### src/rtl/cyc74_pkg.sv
package cyc74_pkg;
  localparam int CW_W = 7;
  localparam int DW_W = 4;
  localparam int CK_W = CW_W - DW_W;
  // low-order terms of g(x) = 1 + x + x^3
  localparam logic [CK_W-1:0] G_LOW = 3'b011;

  typedef enum logic [1:0] {PH_IDLE, PH_RUN, PH_HOLD} phase_t;

  // encoder divide step: data bit enters at the top of the dividend
  function automatic logic [CK_W-1:0] enc_step(input logic [CK_W-1:0] r, input logic b);
    logic fb;
    fb = b ^ r[CK_W-1];
    return {r[CK_W-2:0], 1'b0} ^ (fb ? G_LOW : '0);
  endfunction

  // remainder update r*x + b mod g(x)
  function automatic logic [CK_W-1:0] rem_step(input logic [CK_W-1:0] r, input logic b);
    return {r[CK_W-2:0], b} ^ (r[CK_W-1] ? G_LOW : '0);
  endfunction

  // x^i mod g(x): syndrome of an error at position i
  function automatic logic [CK_W-1:0] pos_syn(input int i);
    logic [CK_W-1:0] r;
    r = 1;
    for (int k = 0; k < CW_W; k++)
      if (k < i) r = rem_step(r, 1'b0);
    return r;
  endfunction
endpackage

### src/rtl/cyc_serial_enc.sv
module cyc_serial_enc
  import cyc74_pkg::*;
#(
  parameter int NW = CW_W,
  parameter int KW = DW_W
) (
  input  logic          clk,
  input  logic          rst_n,
  input  logic          in_valid,
  output logic          in_ready,
  input  logic [KW-1:0] in_data,
  output logic          out_valid,
  input  logic          out_ready,
  output logic [NW-1:0] out_cw
);
  localparam int RW    = NW - KW;
  localparam int CNT_W = $clog2(NW);
  localparam logic [CNT_W-1:0] LAST = CNT_W'(NW - 1);
  localparam logic [CNT_W-1:0] DLIM = CNT_W'(KW);

  phase_t           ph;
  logic [KW-1:0]    dsh;
  logic [RW-1:0]    rem;
  logic [NW-1:0]    cw;
  logic [CNT_W-1:0] cnt;

  always_ff @(posedge clk or negedge rst_n) begin
    if (!rst_n) begin
      ph  <= PH_IDLE;
      dsh <= '0;
      rem <= '0;
      cw  <= '0;
      cnt <= '0;
    end else begin
      unique case (ph)
        PH_IDLE: if (in_valid) begin
          dsh <= in_data;
          rem <= '0;
          cnt <= '0;
          ph  <= PH_RUN;
        end
        PH_RUN: begin
          if (cnt < DLIM) begin
            dsh <= {dsh[KW-2:0], 1'b0};
            rem <= enc_step(rem, dsh[KW-1]);
            cw  <= {cw[NW-2:0], dsh[KW-1]};
          end else begin
            cw  <= {cw[NW-2:0], rem[RW-1]};
            rem <= {rem[RW-2:0], 1'b0};
          end
          cnt <= cnt + 1'b1;
          if (cnt == LAST) ph <= PH_HOLD;
        end
        PH_HOLD: if (out_ready) ph <= PH_IDLE;
        default: ph <= PH_IDLE;
      endcase
    end
  end

  assign in_ready  = (ph == PH_IDLE);
  assign out_valid = (ph == PH_HOLD);
  assign out_cw    = cw;
endmodule

### src/rtl/cyc_serial_syn.sv
module cyc_serial_syn
  import cyc74_pkg::*;
#(
  parameter int NW = CW_W,
  parameter int RW = CK_W
) (
  input  logic          clk,
  input  logic          rst_n,
  input  logic          in_valid,
  output logic          in_ready,
  input  logic [NW-1:0] in_word,
  output logic          out_valid,
  input  logic          out_ready,
  output logic [NW-1:0] out_word,
  output logic [RW-1:0] out_syn
);
  localparam int CNT_W = $clog2(NW);
  localparam logic [CNT_W-1:0] LAST = CNT_W'(NW - 1);

  phase_t           ph;
  logic [NW-1:0]    word;
  logic [NW-1:0]    sh;
  logic [RW-1:0]    syn;
  logic [CNT_W-1:0] cnt;

  always_ff @(posedge clk or negedge rst_n) begin
    if (!rst_n) begin
      ph   <= PH_IDLE;
      word <= '0;
      sh   <= '0;
      syn  <= '0;
      cnt  <= '0;
    end else begin
      unique case (ph)
        PH_IDLE: if (in_valid) begin
          word <= in_word;
          sh   <= in_word;
          syn  <= '0;
          cnt  <= '0;
          ph   <= PH_RUN;
        end
        PH_RUN: begin
          syn <= rem_step(syn, sh[NW-1]);
          sh  <= {sh[NW-2:0], 1'b0};
          cnt <= cnt + 1'b1;
          if (cnt == LAST) ph <= PH_HOLD;
        end
        PH_HOLD: if (out_ready) ph <= PH_IDLE;
        default: ph <= PH_IDLE;
      endcase
    end
  end

  assign in_ready  = (ph == PH_IDLE);
  assign out_valid = (ph == PH_HOLD);
  assign out_word  = word;
  assign out_syn   = syn;
endmodule

### src/rtl/cyc_err_locate.sv
module cyc_err_locate
  import cyc74_pkg::*;
#(
  parameter int NW = CW_W,
  parameter int RW = CK_W
) (
  input  logic [RW-1:0]          syn,
  output logic [NW-1:0]          hit,
  output logic [$clog2(NW)-1:0]  pos,
  output logic                   found
);
  for (genvar i = 0; i < NW; i++) begin : g_pos
    assign hit[i] = (syn != '0) && (syn == pos_syn(i));
  end

  always_comb begin
    pos = '0;
    for (int i = 0; i < NW; i++)
      if (hit[i]) pos = ($clog2(NW))'(i);
  end

  assign found = |hit;
endmodule

### src/rtl/cyc74_codec.sv
module cyc74_codec
  import cyc74_pkg::*;
(
  input  logic            clk,
  input  logic            rst_n,
  input  logic            enc_in_valid,
  output logic            enc_in_ready,
  input  logic [DW_W-1:0] enc_in_data,
  output logic            enc_out_valid,
  input  logic            enc_out_ready,
  output logic [CW_W-1:0] enc_out_cw,
  input  logic            dec_in_valid,
  output logic            dec_in_ready,
  input  logic [CW_W-1:0] dec_in_word,
  output logic            dec_out_valid,
  input  logic            dec_out_ready,
  output logic [DW_W-1:0] dec_out_data,
  output logic            dec_out_err,
  output logic            dec_out_fixed,
  output logic [2:0]      dec_out_pos
);
  logic [CW_W-1:0] rx_word, hit, fixed_word;
  logic [CK_W-1:0] syn;

  cyc_serial_enc #(.NW(CW_W), .KW(DW_W)) u_enc (
    .clk(clk), .rst_n(rst_n),
    .in_valid(enc_in_valid), .in_ready(enc_in_ready), .in_data(enc_in_data),
    .out_valid(enc_out_valid), .out_ready(enc_out_ready), .out_cw(enc_out_cw)
  );

  cyc_serial_syn #(.NW(CW_W), .RW(CK_W)) u_syn (
    .clk(clk), .rst_n(rst_n),
    .in_valid(dec_in_valid), .in_ready(dec_in_ready), .in_word(dec_in_word),
    .out_valid(dec_out_valid), .out_ready(dec_out_ready),
    .out_word(rx_word), .out_syn(syn)
  );

  cyc_err_locate #(.NW(CW_W), .RW(CK_W)) u_loc (
    .syn(syn), .hit(hit), .pos(dec_out_pos), .found(dec_out_fixed)
  );

  assign fixed_word   = rx_word ^ hit;
  assign dec_out_data = fixed_word[CW_W-1:CK_W];
  assign dec_out_err  = |syn;
endmodule

### config.mk
export PLATFORM = sky130hd
export DESIGN_NAME = cyc74_codec
export DESIGN_NICKNAME = d
export VERILOG_FILES = /design/src/rtl/cyc74_pkg.sv /design/src/rtl/cyc_serial_enc.sv /design/src/rtl/cyc_serial_syn.sv /design/src/rtl/cyc_err_locate.sv /design/src/rtl/cyc74_codec.sv
export SDC_FILE = /design/constraint.sdc
export NUM_CORES = 1
export LEC_CHECK = 0
export ABC_AREA = 0
export BUFFER_PORTS_ARGS = -buffer_cell sky130_fd_sc_hd__buf_2
export CAP_MARGIN = 20
export CELL_PAD_IN_SITES_DETAIL_PLACEMENT = 0
export CELL_PAD_IN_SITES_GLOBAL_PLACEMENT = 1
export CORE_UTILIZATION = 39
export DETAILED_ROUTE_END_ITERATION = 7
export PLACE_DENSITY = 0.83
export SYNTH_ARGS = -nofsm -noshare
export SYNTH_HDL_FRONTEND = slang
export SYNTH_HIERARCHICAL = 1
export SYNTH_SLANG_ARGS = --single-unit
### constraint.sdc
create_clock -name clk -period 1.67 [get_ports clk]
set_clock_uncertainty 0.2 [all_clocks]
set_input_delay 0.334 -clock clk [delete_from_list [all_inputs] [get_ports clk]]
set_output_delay 0.334 -clock clk [all_outputs]
set_load 0.01 [all_outputs]
# Yosys cells after proc, flatten, opt, wreduce, memory -nomap -nowiden
# Index checks and enable logic that the tools add are counted.
op_classes:
  n_mux: 29
  eq_ne: 20
  n_addsub: 2
  reduce_logical: 20
  order_cmp: 1
  bitwise: 4
op_table:
  columns: ["operator", "count"]
  rows:
  - ["one-hot mux 3 bit (2 select lines)", 4]
  - ["2-to-1 mux 2 bit", 10]
  - ["== test 3 bit, second input constant", 6]
  - ["2-to-1 mux 3 bit", 6]
  - ["one-hot mux 7 bit (2 select lines)", 1]
  - ["one-hot mux 2 bit (3 select lines)", 2]
  - ["!= test 2 x 1 -> 1 bit, second input constant", 5]
  - ["AND reduction 3 bit", 3]
  - ["2-to-1 mux 4 bit", 2]
  - ["one-hot mux 4 bit (2 select lines)", 1]
  - ["logical AND 1 bit", 7]
  - ["2-to-1 mux 7 bit", 1]
  - ["OR reduction 7 bit", 1]
  - ["bitwise XOR 7 bit", 1]
  - ["adder 3 x 1 -> 3 bit, second input constant", 2]
  - ["== test 3 x 2 -> 1 bit, second input constant", 2]
  - ["AND reduction 2 bit", 3]
  - ["bitwise XOR 3 bit", 2]
  - ["== test 2 x 1 -> 1 bit, second input constant", 2]
  - ["== test 2 bit, second input constant", 2]
  - ["zero test 2 bit", 2]
  - ["!= test 2 bit, second input constant", 2]
  - ["nonzero test 2 bit", 2]
  - ["== test 3 x 1 -> 1 bit, second input constant", 1]
  - ["5 further kinds", 6]
totals:
  elab_cells: 86
  register_bits: 41
  input_bits: 17
  output_inout_bits: 20

# Depth between registers and ports, before layout
# Gate-level depths: netlist (run 1).
depth:
  ltp_word: 8
  ltp_mapped: 5
  depth_no_buf: 4

# Modules after synthesis
# The synthesis (run 1) kept the hierarchy.
modules_own_cells:
  columns: ["module", "cells_each", "n_inst", "area_each_um2", "seq_area_each_um2"]
  rows:
  - ["cyc_serial_syn", 82, 1, 1021.0, 550.5]
  - ["cyc_serial_enc", 82, 1, 890.9, 475.5]
  - ["cyc_err_locate", 15, 1, 87.6, 0.0]
  - ["cyc74_codec", 5, 1, 41.3, 0.0]

# Least setup slack after synthesis (run 1)
# No wires, ideal clock.
synth_path:
  path_type: "register -> register"
  startpoint: "register u_enc.cnt[2]"
  endpoint: "register u_enc.dsh[1]"
  n_path_buf: 1
  arrival_time_ps: 1251
  setup_ps: 125
  setup_slack_ps: 94
  period_less_slack_ps: 1576
  t_required_ps: 1345
  stages_incl_launch_ff: 5
  path_cell_list: "dfrtp_1 -> buf_2 -> or2b_1 -> a21oi_4 -> mux2_2"
synth_between:
  elab_chain_cells: 3
synth_lines:
  columns: ["element", "line", "text"]
  rows:
  - ["start: declaration", "cyc_serial_enc.sv:25", "logic [CNT_W-1:0] cnt;"]
  - ["start signal: assignment", "cyc_serial_enc.sv:51", "cnt <= cnt + 1'b1;"]
  - ["< comparator 3 bit", "cyc_serial_enc.sv:43", "if (cnt < DLIM) begin"]
  - ["!= test 2 x 1 -> 1 bit (no source line)", null, null]
  - ["AND reduction 3 bit (no source line)", null, null]
  - ["end signal: assignment", "cyc_serial_enc.sv:37", "dsh <= in_data;"]
  - ["end signal: assignment", "cyc_serial_enc.sv:44", "dsh <= {dsh[KW-2:0], 1'b0};"]
  - ["end: declaration", "cyc_serial_enc.sv:22", "logic [KW-1:0] dsh;"]
# No other way between the ends.
# A chain may end at the register's enable or synchronous reset.

# Worst setup path after layout (run 1)
layout_path:
  startpoint: "register u_syn.syn[2] (netlist: u_syn/out_syn[2])"
  endpoint: "output dec_out_err"
layout_between:
  elab_chain_cells: 1
layout_lines:
  columns: ["element", "line", "text"]
  rows:
  - ["start: declaration", "cyc_serial_syn.sv:23", "logic [RW-1:0] syn;"]
  - ["start signal: assignment", "cyc_serial_syn.sv:43", "syn <= rem_step(syn, sh[NW-1]);"]
  - ["OR reduction 3 bit", "cyc74_codec.sv:44", "assign dec_out_err = |syn;"]
  - ["end: declaration", "cyc74_codec.sv:18", "output logic dec_out_err,"]
# No other way between the ends.

==> flow_summary_export.csv, run 1 <==
group,metric,value,unit
setup_path,path_class,"reg -> out",
pwr,p_per_area,1880,mW/mm²
place,placedCellCount,281,
routing,wl_per_cell,12.00,µm
setup_path,crit_chain,"buf_6 -> or3_1 -> buf_2",
outcome,violations,"setup timing",
final_layout,mostFrequentLayoutCells,"buf_2, dfrtp_1, nand2_1",
floorplan,rows,25,
logic_synthesis,syn-cell-area,0.001916,mm²
timing,period_needed,1847,ps
setup_path,ff2ff_path_depth,3,
setup_path,slowest_delay,410,ps
setup_path,arrival,1310,ps
cts,path_clk_slew,70,ps
routing,vias,1416,
final_layout,num-fill-cells,430,
floorplan,chipHeight,72.09,µm
hold_path,hold_class,"in -> reg",
pwr,peakVddDrop,0.5792,mV
timing,rsz0062_at_grt,"true",
setup_path,reg2reg_setup_slack,70,ps
timing,layout_worst_path_cycle_share,110.6,%
floorplan,die_w,72.09,µm
place,port_buffers,36,
floorplan,coreArea,0.004723,mm²
timing,finalSetupViolCount,9,
hold_path,worstHoldEndpoint,"u_syn/sh[0]$_DFFE_PN0P_",
setup_path,start_kind,"flip-flop",
cts,htree_levels,2,
setup_path,r2r_end,"u_syn/out_word[4]$_DFFE_PN0P_",
setup_path,critPathRequiredTime,1140,ps
global_route,grt_usage,15.09,%
setup_path,cp_top_family,"flip-flops",
global_route,grt_start_max_net_pins,39,
cts,cts_tree,"done",
setup_path,end_kind,"primary output",
timing,fmax,541.5,MHz
timing,max_slew_margin,62.52,%
cts,clock_latency,290,ps
routing,initialDrtViolationCount,53,
logic_synthesis,synth_area_per_cell,10.95,µm²
hold_path,min-delay-start,"dec_in_word[0]",
floorplan,initial_utilization,40.56,%
job,cap_violations,0,
global_route,grt_first_pass_wirelength,6092,µm
floorplan,io_pins,37,
setup_path,critPathSlowestCell,"dfrtp_2",
floorplan,die_area,0.005196,mm²
setup_path,timing.rr.start,"u_syn/ph[1]$_DFFE_PN0P_",
final_layout,instances_no_fill,299,
routing,drc,0,
pwr,p_leak,1.209,nW
hold_path,hold_depth,2,
final_layout,syn_to_final_growth,27.83,%
global_route,overflow,0,
final_layout,antenna_cells,0,
setup_path,path_buf_inv,2,
place,dp_hpwl,2434,µm
timing,worstMarginPinSlew,561.1,ps
cts,numCtsBuffers,5,
timing,hold_violations,0,
logic_synthesis,netlist_instances,175,
timing,final-max-slew-violation-count,0,
outcome,run_status,"finished with violations",
routing,via_per_inst,4.736,
final_layout,layout.cells.most_common,"buf_2",
place,post-place-ws,38.22,ps
global_route,antenna_found_initial,0,
cts,ctsRootBufferMaster,"clkbuf_8",
place,place_congestion,0.7162,
setup_path,path_max_fanout,4,
cts,clock-sinks,38,
routing,detail_route.wirelength,3588,µm
cts,cts_max_path_buffers,2,
timing,final.setup.worst_slack,-176.9,ps
final_layout,nets,252,
logic_synthesis,ys_warn_count,6,
logic_synthesis,synth_nets,196,
final_layout,drive_gt1_share,39.22,%
routing,antenna_left,0,
timing,whs,79.44,ps
routing,dr.pass1.iters,4,
global_route,grt_pass1_vias,1331,
## how the worst max path moves through the flow
stage / startpoint / end / slack [ps] / depth (start not counted)
after detailed placement: u_enc/ph[0]$_DFFE_PN0P_ / u_enc/dsh[1]$_DFFE_PN0P_ / 40 / 3
after global placement: u_enc/ph[0]$_DFFE_PN0P_ / u_enc/dsh[3]$_DFFE_PN0P_ / 60 / 3
final: u_syn/out_syn[2]$_DFFE_PN0P_ / dec_out_err / -180 / 3
after floorplan: u_enc/cnt[2]$_DFFE_PN0P_ / u_enc/dsh[1]$_DFFE_PN0P_ / 90 / 4
after CTS: u_syn/out_syn[1]$_DFFE_PN0P_ / dec_out_data[3] / -160 / 4
after global routing: u_syn/out_syn[0]$_DFFE_PN0P_ / dec_out_data[1] / -220 / 4
## registers in the layout, summed over array words and instances, names as in the netlist
register / flops
u_syn/cnt: 3
u_syn/ph: 2
u_syn/out_word: 4
u_enc/out_cw: 7
u_syn/sh: 7
u_enc/dsh: 4
u_enc/cnt: 3
u_enc/rem: 3
u_enc/ph: 2
u_syn/out_syn: 3
## per-layer routing
metal | wire, µm | track usage [%] | vias to the layer above
met3 | 90 | 3.889 | 0
met4 | 0 | 5.882 | 0
met5 | 0 | 0 | -
met2 | 1634 | 22.33 | 21
li1 | - | - | 715
met1 | 1863 | 21.22 | 680
## area by class of cell
class / count / area (µm²) / area share [%]
clock buffer: 7 / 86.33 / 3.526
tap: 67 / 83.83 / 3.424
clock inverter: 1 / 5.005 / 0.2044
timing repair buffer: 59 / 386.6 / 15.79
inverter: 12 / 45.04 / 1.840
sequential: 38 / 957.2 / 39.09
multi-input combinational: 115 / 884.6 / 36.13
## power breakdown
group / switching [W] / internal [W] / leakage (nW)
logic: 0.00107 / 0.00122 / 0.697
registers: 0.000322 / 0.00135 / 0.464
clock network: 0.000314 / 0.000333 / 0.0482
## timing repair
action | 4_1_cts | 5_1_grt
resized for setup | 9 | 11
buffers inserted | 5 | 4
endpoints found under the hold margin | 38 | 0
hold buffers | 1 | 0
cloned | 0 | 0
pin swaps | 2 | 4
setup endpoints to repair | 10 | 14
## metrics by stage
step | power [W] | util [%] | area [µm²] | setup TNS [ps]
detailed placement | 0.003739 | 47.21 | 2230 | 0
global route | 0.004991 | 51.84 | 2449 | -1569
finish | 0.004602 | 51.84 | 2449 | -899.5
CTS | 0.004535 | 50.60 | 2390 | -912.0
floorplan | 0.003123 | - | 1916 | 0
global placement | 0.003685 | 47.21 | 2230 | 0
(Power assumes the default switching activity.)
==> run 2: changes to the inputs <==
==> constraint.sdc (replaced) <==
create_clock -name clk -period 1.67 [get_ports clk]
set_clock_uncertainty 0.2 [all_clocks]
set_input_delay 0.167 -clock clk [delete_from_list [all_inputs] [get_ports clk]]
set_output_delay 0.167 -clock clk [all_outputs]
set_load 0.01 [all_outputs]
==> run 2 against run 1 <==
The flow now finishes without violations; critical path depth is the same; via count is 1.7% higher; sequential share of layout area grew 0.060 points; register-to-register slack better by 40 ps; largest cell class unchanged; worst hold slack got worse by 45 ps.
==> flow_summary_export.csv, run 2 (synthesis results as in run 1) <==
group,metric,value,unit
outcome,run_status,"complete, no violations",
routing,wl_per_cell,12.21,µm
pwr,peakVddDrop,0.6019,mV
place,place_congestion,0.6777,
global_route,grt_usage,15.15,%
floorplan,die_area,0.005196,mm²
routing,drc,0,
global_route,antenna_found_initial,0,
routing,detail_route.wirelength,3663,µm
timing,period_needed,1641,ps
final_layout,layout.cells.most_common,"buf_2",
routing,initialDrtViolationCount,65,
floorplan,io_pins,37,
pwr,total_power,0.004479,W
cts,clock_latency,280,ps
cts,cts_tree,"done",
routing,antenna_left,0,
setup_path,arrival,1270,ps
cts,ctsRootBufferMaster,"clkbuf_8",
global_route,grt_first_pass_wirelength,6085,µm
final_layout,mostFrequentLayoutCells,"buf_2, dfrtp_1, nand2_1",
setup_path,critPathSlowestCell,"dfrtp_2",
timing,tns,0,ps
setup_path,end_kind,"primary output",
final_layout,nets,255,
routing,dr.pass1.iters,4,
routing,via_per_inst,4.800,
global_route,overflow,0,
cts,numCtsBuffers,5,
final_layout,drive_gt1_share,36.05,%
floorplan,die_w,72.09,µm
setup_path,crit_chain,"buf_6 -> or3_1 -> buf_2",
cts,path_clk_slew,70,ps
global_route,grt_start_max_net_pins,39,
cts,clock-sinks,38,
timing,rsz0062_at_grt,"true",
pwr,switching_share,37.10,%
pwr,combPwrFrac,48.6,%
setup_path,critPathRequiredTime,1300,ps
pwr,seqPwrFrac,37.7,%
final_layout,antenna_cells,0,
pwr,switchingPower,0.001661,W
place,port_buffers,36,
timing,hold_violations,0,
timing,fmax,609.5,MHz
final_layout,final_core_util,51.76,%
setup_path,slowest_delay,440,ps
timing,worstMarginPinSlew,535.9,ps
setup_path,start_kind,"flip-flop",
job,cap_violations,0,
setup_path,path_max_fanout,6,
timing,finalSetupViolCount,0,
setup_path,path_class,"reg -> out",
setup_path,path_buf_inv,2,
place,dp_hpwl,2470,µm
setup_path,cp_top_family,"flip-flops",
pwr,p_per_area,1832,mW/mm²
hold_path,hold_class,"in -> reg",
place,place_area,0.002217,mm²
floorplan,chipHeight,72.09,µm
floorplan,initial_utilization,40.56,%
pwr,p_leak,1.206,nW
pwr,p_clk_share,13.7,%
cts,cts_max_path_buffers,2,
global_route,grt_pass1_vias,1292,
routing,vias,1440,
floorplan,rows,25,
cts,htree_levels,2,
timing,final-max-slew-violation-count,0,
floorplan,coreArea,0.004723,mm²
final_layout,syn_to_final_growth,27.63,%
timing,max_slew_margin,64.20,%
timing,layout_worst_path_cycle_share,98.25,%
final_layout,final_cell_area,0.002445,mm²
pwr,p_int,0.002817,W
[run 2: changes by cell type in the layout (fill, tap and decap cells not counted)]
cell / delta
clkinv_2: -1
and3_1: +1
clkbuf_1: -1
nor2_4: -1
dlygate4sd3_1: +8
buf_12: -1
nor2b_2: +1
buf_6: -4
nor2_1: +1
o21ai_0: +1
and3_4: -1
o21ai_1: -1
nor2b_1: -1
[run 2: power groups by stage]
stage               clock, W  sequential, W  combinational [W]
floorplan                  0        0.00164            0.00149
global placement           0        0.00170            0.00199
detailed placement         0        0.00171            0.00204
CTS                 0.000638        0.00170            0.00207
global route        0.000682        0.00175            0.00242
finish              0.000614        0.00169            0.00218
[run 2: final cells by class]
| type | count | area, µm² |
|---|---|---|
| timing repair buffer | 62 | 401.6 |
| fill | 431 | 2278 |
| tap | 67 | 83.83 |
| inverter | 12 | 45.04 |
| multi-input combinational | 115 | 874.6 |
| sequential | 38 | 957.2 |
| clock buffer | 6 | 82.58 |
[run 2: worst paths after layout]
kind                                                  to                          from  slack [ps]  depth (start not counted)
setup / recovery                           dec_out_fixed  u_syn/out_syn[1]$_DFFE_PN0P_          30                          3
hold / removal                   u_syn/sh[2]$_DFFE_PN0P_                dec_in_word[2]          30                          3
setup reg to reg                u_enc/dsh[3]$_DFFE_PN0P_       u_enc/ph[1]$_DFFE_PN0P_         110                          3
hold reg to reg              u_enc/out_cw[6]$_DFFE_PN0N_   u_enc/out_cw[6]$_DFFE_PN0N_         270                          2
max in group asynchronous   u_syn/out_syn[0]$_DFFE_PN0P_                         rst_n         640                          3
min in group asynchronous  u_syn/out_word[6]$_DFFE_PN0P_                         rst_n         260                          3
[run 2: stage by stage]
step	cells	setup WS [ps]	hold slack, ps
global route	300	-26.02	42.42
floorplan	175	93.85	-328.6
detailed placement	281	29.89	50.73
finish	300	29.18	34.52
CTS	296	-30.24	29.22
global placement	281	93.34	48.74
[run 2: metal layers]
metal	GRT usage (%)	wire length (µm)
met5	0	0
met4	5.229	29
met3	3.750	91
met2	22.74	1692
met1	21.38	1848
[run 2: timing repair]
| action | in CTS | in global routing |
|---|---|---|
| resized for setup | 3 | 10 |
| hold endpoints to repair | 46 | 0 |
| hold buffers | 9 | 0 |
| endpoints found under the setup margin | 5 | 9 |
| pin swaps | 0 | 2 |
| buffers inserted | 0 | 4 |
[run 2: worst min-delay path, cell delays in order]
cell and delay (ps):
buf_2 70, nor4b_1 40, a211oi_1 190
==> run 3: changes to the inputs <==
--- a/config.mk
+++ b/config.mk
@@ -13,6 +13,7 @@
 export CORE_UTILIZATION = 39
 export DETAILED_ROUTE_END_ITERATION = 7
 export PLACE_DENSITY = 0.83
+export RECOVER_POWER = 25
 export SYNTH_ARGS = -nofsm -noshare
 export SYNTH_HDL_FRONTEND = slang
 export SYNTH_HIERARCHICAL = 1
==> run 3 against run 2 <==
Routed wire length hardly changed; design area decreased by 0.10%; first-iteration DRC count unchanged; critical path type unchanged; largest cell class unchanged; highest routed layer unchanged.
==> flow_summary_export.csv, run 3 (synthesis results as in run 1) <==
group,metric,value,unit
final_layout,mostFrequentLayoutCells,"buf_2, dfrtp_1, nand2_1",
global_route,overflow,0,
cts,cts_tree,"done",
place,place_area,0.002217,mm²
cts,htree_levels,2,
routing,initialDrtViolationCount,65,
place,dp_hpwl,2470,µm
setup_path,crit_chain,"buf_6 -> or3_1 -> buf_2",
floorplan,initial_utilization,40.56,%
hold_path,hold_class,"in -> reg",
routing,via_per_inst,4.800,
floorplan,io_pins,37,
global_route,antenna_found_initial,0,
global_route,grt_start_max_net_pins,39,
timing,hold_violations,0,
outcome,run_status,"complete, no violations",
pwr,peakVddDrop,0.6019,mV
timing,rsz0062_at_grt,"true",
routing,vias,1440,
global_route,grt_first_pass_wirelength,6085,µm
floorplan,die_w,72.09,µm
timing,max_slew_margin,44.13,%
setup_path,slowest_delay,440,ps
setup_path,cp_top_family,"flip-flops",
final_layout,layout.cells.most_common,"buf_2",
setup_path,start_kind,"flip-flop",
routing,antenna_left,0,
routing,dr.pass1.iters,4,
final_layout,num-fill-cells,432,
final_layout,nets,255,
pwr,p_per_area,1833,mW/mm²
timing,period_needed,1641,ps
global_route,grt_usage,15.15,%
floorplan,coreArea,0.004723,mm²
job,cap_violations,0,
place,post-place-ws,29.89,ps
setup_path,arrival,1270,ps
setup_path,path_max_fanout,6,
place,place_congestion,0.6777,
timing,layout_worst_path_cycle_share,98.26,%
setup_path,critPathRequiredTime,1300,ps
cts,numCtsBuffers,5,
timing,worstMarginPinSlew,838.0,ps
timing,final.setup.worst_slack,29.09,ps
routing,detail_route.wirelength,3662,µm
final_layout,antenna_cells,0,
final_layout,final_core_util,51.71,%
floorplan,chipHeight,72.09,µm
timing,final-max-slew-violation-count,0,
timing,fmax,609.4,MHz
timing,finalSetupViolCount,0,
pwr,p_leak,1.205,nW
floorplan,die_area,0.005196,mm²
routing,wl_per_cell,12.21,µm
setup_path,critPathSlowestCell,"dfrtp_2",
timing,tns,0,ps
cts,clock_latency,280,ps
setup_path,end_kind,"primary output",
routing,drc,0,
setup_path,path_class,"reg -> out",
setup_path,path_buf_inv,2,
final_layout,syn_to_final_growth,27.50,%
place,port_buffers,36,
cts,ctsRootBufferMaster,"clkbuf_8",
cts,cts_max_path_buffers,2,
global_route,grt_pass1_vias,1292,
cts,path_clk_slew,70,ps
cts,clock-sinks,38,
final_layout,final_cell_area,0.002442,mm²
final_layout,drive_gt1_share,36.05,%
floorplan,rows,25,
[run 3: cell counts in the layout (fill, tap and decap cells not counted)]
Identical to the previous run, type by type.
[run 3: report_power, final]
part	internal [W]	switching, W
Clock	0.000318	0.000296
Combinational	0.00115	0.00103
Sequential	0.00135	0.000338
Total	0.00282	0.00166
[run 3: cell type report]
cell class              count  area, µm²  area share (%)
clock buffers               6      82.58           3.381
inverters                  12      45.04           1.844
multi-input cells         115      874.6           35.81
flip-flops and latches     38      957.2           39.19
well taps                  67      83.83           3.432
repair buffers             62      399.1           16.34
[run 3: metal layers]
metal	part of all wire, %	global-route usage, %	up-vias
met5	0	0	-
met4	0.79	5.229	0
met3	2.5	3.750	2
met2	46	22.74	20
met1	50	21.38	689
li1	-	-	729
[run 3: final timing paths]
kind	start	endpoint	slack [ps]	cells after the start
max	u_syn/out_syn[1]$_DFFE_PN0P_	dec_out_fixed	30	3
min in group asynchronous	rst_n	u_syn/out_word[6]$_DFFE_PN0P_	400	3
max reg2reg	u_enc/ph[1]$_DFFE_PN0P_	u_enc/dsh[3]$_DFFE_PN0P_	110	3
min reg2reg	u_enc/out_cw[6]$_DFFE_PN0N_	u_enc/out_cw[6]$_DFFE_PN0N_	270	2
max in group asynchronous	rst_n	u_syn/out_syn[0]$_DFFE_PN0P_	280	3
min	dec_in_word[2]	u_syn/sh[2]$_DFFE_PN0P_	30	3
[run 3: through the flow]
step	hold slack, ps	cells	total power [W]
6_report	34.52	300	0.004478
3_5_place_dp	50.73	281	0.003746
4_1_cts	29.22	296	0.004404
2_1_floorplan	-328.6	175	0.003123
3_3_place_gp	48.74	281	0.003687
5_1_grt	42.42	300	0.004851
[run 3: what timing repair did]
action | 4_1_cts | 5_1_grt
buffers inserted | 0 | 4
endpoints found under the setup margin | 5 | 9
pin swaps | 0 | 2
hold buffers | 9 | 0
hold endpoints to repair | 46 | 0
gates resized for setup | 3 | 10
[run 3: worst register-to-register path, delay by kind of cell, from the launching register on]
kind,cells,cell delay (ps)
muxes,2,600
DFF,1,370
and+or+nand+nor,1,270
